### src/rtl/rr_gate_pkg.sv
package rr_gate_pkg;
  parameter int unsigned DefCores = 4;

  function automatic int unsigned cnt_width(input int unsigned cores);
    return $clog2(cores + 1);
  endfunction
endpackage

### src/rtl/rr_gate_ptr.sv
module rr_gate_ptr #(
  parameter int unsigned NUM_CORES = rr_gate_pkg::DefCores,
  localparam int unsigned PTR_W = (NUM_CORES > 1) ? $clog2(NUM_CORES) : 1
) (
  input  logic             clk_i,
  input  logic             rst_ni,
  input  logic             adv_i,
  output logic [PTR_W-1:0] ptr_o
);
  localparam logic [PTR_W-1:0] LAST = PTR_W'(NUM_CORES - 1);

  logic [PTR_W-1:0] ptr_q;

  always_ff @(posedge clk_i or negedge rst_ni) begin
    if (!rst_ni)    ptr_q <= '0;
    else if (adv_i) ptr_q <= (ptr_q == LAST) ? '0 : ptr_q + 1'b1;
  end

  assign ptr_o = ptr_q;
endmodule

### src/rtl/rr_gate_window.sv
module rr_gate_window #(
  parameter int unsigned NUM_CORES = rr_gate_pkg::DefCores,
  localparam int unsigned CNT_W = rr_gate_pkg::cnt_width(NUM_CORES),
  localparam int unsigned PTR_W = (NUM_CORES > 1) ? $clog2(NUM_CORES) : 1
) (
  input  logic [PTR_W-1:0]     ptr_i,
  input  logic [CNT_W-1:0]     cnt_i,   // already clamped to NUM_CORES
  output logic [NUM_CORES-1:0] en_o
);
  logic [CNT_W-1:0] ptr_ext;
  assign ptr_ext = CNT_W'(ptr_i);

  for (genvar i = 0; i < NUM_CORES; i++) begin : g_core
    logic [CNT_W-1:0] off;
    // distance of core i from the window start, modulo NUM_CORES
    assign off = (CNT_W'(i) >= ptr_ext) ? CNT_W'(i) - ptr_ext
                                        : CNT_W'(i) + CNT_W'(NUM_CORES) - ptr_ext;
    assign en_o[i] = off < cnt_i;
  end
endmodule

### src/rtl/rr_core_gate.sv
module rr_core_gate #(
  parameter int unsigned NUM_CORES = rr_gate_pkg::DefCores,
  localparam int unsigned CNT_W = rr_gate_pkg::cnt_width(NUM_CORES),
  localparam int unsigned PTR_W = (NUM_CORES > 1) ? $clog2(NUM_CORES) : 1
) (
  input  logic                 clk_i,
  input  logic                 rst_ni,
  input  logic                 tick_i,
  input  logic [CNT_W-1:0]     active_cnt_i,
  output logic [NUM_CORES-1:0] core_en_o
);
  localparam logic [CNT_W-1:0] FULL = CNT_W'(NUM_CORES);

  logic                 some_gated;
  logic [CNT_W-1:0]     cnt_eff;
  logic [PTR_W-1:0]     ptr_q;
  logic [NUM_CORES-1:0] win_mask;
  logic [NUM_CORES-1:0] en_q;

  assign some_gated = active_cnt_i < FULL;
  assign cnt_eff    = some_gated ? active_cnt_i : FULL;

  rr_gate_ptr #(.NUM_CORES(NUM_CORES)) u_ptr (
    .clk_i (clk_i),
    .rst_ni(rst_ni),
    .adv_i (tick_i && some_gated),
    .ptr_o (ptr_q)
  );

  rr_gate_window #(.NUM_CORES(NUM_CORES)) u_win (
    .ptr_i(ptr_q),
    .cnt_i(cnt_eff),
    .en_o (win_mask)
  );

  always_ff @(posedge clk_i or negedge rst_ni) begin
    if (!rst_ni)     en_q <= '1;
    else if (tick_i) en_q <= win_mask;
  end

  assign core_en_o = en_q;
endmodule

### config.mk
export PLATFORM = sky130hd
export DESIGN_NAME = rr_core_gate
export DESIGN_NICKNAME = d
export VERILOG_FILES = /design/src/rtl/rr_gate_pkg.sv /design/src/rtl/rr_gate_ptr.sv /design/src/rtl/rr_gate_window.sv /design/src/rtl/rr_core_gate.sv
export SDC_FILE = /design/constraint.sdc
export NUM_CORES = 1
export LEC_CHECK = 0
export ABC_AREA = 1
export BUFFER_PORTS_ARGS = -buffer_cell sky130_fd_sc_hd__buf_2
export CAP_MARGIN = 25
export CORE_AREA = 2 2 39 41
export DETAILED_ROUTE_END_ITERATION = 8
export DIE_AREA = 0 0 41 43
export SETUP_SLACK_MARGIN = 0.5
export SLEW_MARGIN = 20
export SYNTH_ARGS = -nofsm -noshare
export SYNTH_HDL_FRONTEND = slang
export SYNTH_SLANG_ARGS = --single-unit
### constraint.sdc
create_clock -name clk_i -period 1.8 [get_ports clk_i]
set_clock_uncertainty 0.15 [all_clocks]
set_input_delay 0.27 -clock clk_i [delete_from_list [all_inputs] [get_ports clk_i]]
set_output_delay 0.27 -clock clk_i [all_outputs]
set_load 0.02 [all_outputs]
---- Word level (Yosys, flattened, before mapping) ----
Cells that the tools add are included.
cells by class
  add/sub/neg operators ................... 9
  order comparisons ....................... 9
  equality and inequality tests ........... 1
  muxes and demuxes ....................... 6
  reduce and logical (&&, ||, !) cells .... 1
operator list
  operator               number
  $mux W3                5
  $lt A3 B3 Y1           4
  $sub A3 B2 Y3 const A  4
  $sub A1 B2 Y3 const A  2
  $sub A2 B2 Y3 const A  2
  $ge A1 B2 Y1 const A   2
  $ge A2 B2 Y1 const A   2
  $lt A3 B3 Y1 const B   1
  $add A2 B1 Y2 const B  1
  $eq A2 B2 Y1 const B   1
  $mux W2                1
  $logic_and A1 B1 Y1    1
storage, ports and cells
  register bits after elaboration ......... 6
  input bits .............................. 6
  output and inout bits ................... 4
  logic and storage cells ................. 28

---- Depth between registers and ports, before layout ----
  depth in word-level cells ............... 3
  mapped depth ............................ 10
  depth with buffers taken out ............ 10

---- Modules after synthesis ----
A second synthesis with hierarchy kept.
second synthesis, totals
  cells, all modules ...................... 75
  area, all modules ....................... 506.7 sq um
modules (own cells, without submodules)
  module          times used  cells an instance  area each (sq um)  sequential area each (sq um)
  rr_gate_window  1           42                 241.5              0.0
  rr_core_gate    1           22                 172.7              105.1
  rr_gate_ptr     1           11                 92.6               50.0

---- Least setup slack after synthesis ----
OpenSTA, ideal clock, no wires.
  path type ............................... reg2reg
  start ................................... register u_ptr.ptr_q[0] (netlist: u_ptr.ptr_o[0])
  end ..................................... register en_q[2] (netlist: core_en_o[2])
  setup time .............................. 0.060 ns
  arrival ................................. 1.338 ns
  required time ........................... 1.590 ns
  path slack .............................. 0.252 ns
  stages on the path, launching flop included .. 9
  path buffers ............................ 0
  period minus slack after synthesis ...... 1.548 ns
  path through ............................ dfrtp_1 -> inv_1 -> ha_1 -> ha_1 -> nand2_1 -> inv_1 -> nand2_1 -> nand2_1 -> nand2_1
between the ends
  word-level cells in the longest chain between the ends .. 3
  elaborated cells on any way between the ends .. 5
  those cells by class .................... 2 x add/sub; 2 x order compare; 1 x mux
ends and longest elaborated chain
  item                                   RTL line              RTL
  start, declared                        rr_gate_ptr.sv:12     logic [PTR_W-1:0] ptr_q;
  start signal, assigned                 rr_gate_ptr.sv:16     else if (adv_i) ptr_q <= (ptr_q == LAST) ? '0 : ptr_q + 1'b1;
  $sub A3 B2 Y3 (tied with other cells)  rr_gate_window.sv:17  : CNT_W'(i) + CNT_W'(NUM_CORES) - ptr_ext;
  $mux W3 (*)                            rr_gate_window.sv:16  assign off = (CNT_W'(i) >= ptr_ext) ? CNT_W'(i) - ptr_ext
  $lt A3 B3 Y1 (*)                       rr_gate_window.sv:18  assign en_o[i] = off < cnt_i;
  end signal, assigned                   rr_core_gate.sv:38    else if (tick_i) en_q <= win_mask;
  end, declared                          rr_core_gate.sv:18    logic [NUM_CORES-1:0] en_q;
Every way passes the cells marked *; elsewhere a longest branch is shown, timed or not.
A chain may end at the register's enable or synchronous reset.

---- Final worst setup path ----
Ends and elaborated chain as after synthesis.

==> results.json <==
{
  "status": "finished, final reports clean",
  "r2r_start": "u_ptr.ptr_o[0]",
  "synth.yosys.seq_area_share_pct": 32.2,
  "cp.depth": 9,
  "path_buf_inv": 1,
  "syn-num-nets": 82,
  "syn_to_final_growth_pct": 46.8,
  "leakage_nw": 0.372,
  "grt_max_degree": 8,
  "die_w_um": 41,
  "grt.met3_usage_pct": 6.28,
  "n_antenna_cell": 0,
  "busiest_layer": "met2",
  "met1_usage_pct": 19.9,
  "timing.fmax_ghz": 0.669,
  "synth_fa_ha_area_share_pct": 23.4,
  "final-setup-viol-count": 0,
  "crit_fanout": 4,
  "timing.final.crit_period_ps": 1490,
  "portBuffers": 9,
  "path_cells": "ha_2 > nand2_1 > inv_2 > ha_4 > nand2_1 > nand2_1 > nor2_1 > nand2_1 > nand2_1",
  "gp_congestion": 0.764,
  "grt_overflow": 0,
  "peakVddDrop_uv": 538,
  "fin_crit_sh_pct": 83.0,
  "ys_ff_latch": 6,
  "cts_buffer_depth": 2,
  "syn-instance-count": 67,
  "cp.arrival_ps": 1540,
  "drtPass1Iterations": 4,
  "antenna_found_initial": 0,
  "cp-endpoint": "core_en_o[2]",
  "placeableCoreArea_um2": 1380,
  "rsz0062_at_grt": "true",
  "ff2ff_path_depth": 9,
  "cp-end-kind": "register",
  "power_frac_clock_pct": 15.0,
  "worstMarginPinSlew_ps": 187,
  "min_path_type": "input pin to register",
  "fp.dieArea_um2": 1760,
  "ant_nets": 0,
  "root_buffer": "clkbuf_4",
  "cellInternalPower_w": 0.000567,
  "yosys.area.top_type": "ha_1",
  "start_kind": "register",
  "post_route_cells_drive_above_1_share_pct": 43.0,
  "grt_pass1_vias": 423,
  "cp_top_family": "flip-flops",
  "grt_pass1_wl_mm": 1.79,
  "vias": 456,
  "path_clk_slew_ps": 50,
  "nFillCells": 131,
  "wl_mm": 1.05,
  "finalHoldViolations": 0,
  "r2r_end": "core_en_o[2]",
  "synth-simple-area-share_pct": 29.4,
  "ys_warn_count": 0,
  "multi_input_area_um2": 334,
  "htreeDepth": 1,
  "drc": 0,
  "dieHeight_um": 43,
  "rows": 14,
  "cp_slowest_cell": "dfrtp_2",
  "clock_sinks": 6,
  "wire_per_inst_um": 10.3,
  "finalPower_w": 0.000942,
  "clk_latency_ps": 250,
  "synth.cell_area_um2": 482,
  "start_util_pct": 34.8,
  "switching_share_pct": 39.8,
  "cts_tree": "done",
  "yosys.area_share.xor_xnor_pct": 0,
  "tns_ps": 0,
  "synth.distinct_cells": 13,
  "synthTopCellsByArea": "ha_1, dfstp_2, nand2_1",
  "switchingPower_w": 0.000375,
  "io-pin-count": 10,
  "drv_cap": 0,
  "numCtsBuffers": 3,
  "p_seq_share_pct": 28.4,
  "regArea_um2": 158,
  "timing.slew.headroom_pct": 87.5,
  "finalNetCount": 102,
  "worstSetupPathType": "register to register",
  "required_ps": 1850,
  "synth_top_family_by_area": "simple AND/OR/NAND/NOR gates",
  "yosys.area.top_type_share_pct": 23.4,
  "grt_use_total_pct": 15.2,
  "worst_path_largest_cell_delay_ps": 450,
  "slew_viol_final": 0,
  "drtIter0Drc": 5,
  "path_common_cell": "nand2_1",
  "synthMuxAreaShare_pct": 0,
  "hpwlAfterDp_um": 739,
  "critPathLaunch": "u_ptr.ptr_o[0]",
  "share_comb_of_total_power_pct": 56.6,
  "power_density_nw_per_um2": 1330,
  "syn_area_per_cell_um2": 7.19,
  "r2r_slack_ps": 310,
  "synth_compound_area_share_pct": 4.94,
  "met2_usage_pct": 21.9,
  "vias_per_cell": 4.47
}
## area by class of cell
| class | instances | share of cell area (%) |
|---|---|---|
| Timing Repair Buffer | 15 | 16.6 |
| Inverter | 13 | 7.26 |
| Multi-Input combinational cell | 48 | 47.3 |
| Sequential cell | 6 | 22.3 |
| Clock buffer | 4 | 3.72 |
| Tap cell | 16 | 2.83 |
## logic make-up after synthesis
logic type	Yosys count
compound gates	4
fa+ha+maj	9
buf+inv	13
flops	6
simple gates	35
## flip-flops by register name, summed over array words and instances, names as in the netlist
| signal | cells |
|---|---|
| core_en_o | 4 |
| u_ptr.ptr_o | 2 |
## worst min-delay path by stage
stage,start,end,slack (ps),depth (start not counted)
floorplan,rst_ni,u_ptr.ptr_o[0],-180,0
global placement,rst_ni,u_ptr.ptr_o[0],-50,1
detailed placement,rst_ni,u_ptr.ptr_o[0],-50,1
CTS,tick_i,core_en_o[3],170,3
global route,tick_i,core_en_o[3],180,3
finish,tick_i,core_en_o[3],160,3
## power groups by stage
| stage | Clock (W) | Sequential (W) | Combinational (W) |
|---|---|---|---|
| CTS | 0.000143 | 0.000266 | 0.000525 |
| global route | 0.000158 | 0.000277 | 0.000593 |
| global placement | 0 | 0.000266 | 0.000351 |
| finish | 0.000141 | 0.000268 | 0.000533 |
| floorplan | 0 | 0.000300 | 0.000227 |
| detailed placement | 0 | 0.000268 | 0.000356 |
## layer usage
| layer | part of all wire [%] | up-vias |
|---|---|---|
| met3 | 5.5 | 0 |
| met4 | 0 | 0 |
| met2 | 48 | 14 |
| met1 | 46 | 200 |
| li1 | - | 242 |
| met5 | 0 | - |
## worst reg2reg max path: stages (launching register included)
cell and delay, ps:
dfrtp_2 450, ha_2 200, nand2_1 60, inv_2 50, ha_4 200, nand2_1 50
nand2_1 40, nor2_1 110, nand2_1 70, nand2_1 60
## cell usage after synthesis (all sizes together)
master and instances:
o21ai 1, nand3 4, a21oi 3, nor2 7, nand2 24, dfstp 4, inv 13, ha 9
dfrtp 2
## what timing repair did
action,4_1_cts,5_1_grt
buffers inserted,5,0
hold endpoints to repair,6,0
hold buffers,1,0
pin swaps,3,3
resized for setup,17,0
endpoints found under the setup margin,8,9
## cell usage in the layout (no fill, tap or decap), types with 2 or more instances in the layout
master / n
clkbuf_4: 3
nand3_1: 4
nor2_1: 6
dfrtp_2: 2
nand2_1: 23
inv_2: 4
a21oi_2: 2
ha_1: 4
ha_4: 4
buf_2: 5
buf_4: 5
buf_6: 4
inv_1: 8
dfstp_2: 4
## through the flow
stage / utilization [%] / hold slack (ps) / setup WS [ps] / instances / area (µm²)
after floorplan: - / -176 / 333 / 67 / 495
after global placement: 40.5 / -52.0 / 209 / 92 / 561
after detailed placement: 40.5 / -45.7 / 178 / 92 / 561
after CTS: 51.1 / 167 / 322 / 102 / 707
after global routing: 51.1 / 177 / 234 / 102 / 707
final: 51.1 / 163 / 306 / 102 / 707
(Power assumes the default switching activity.)
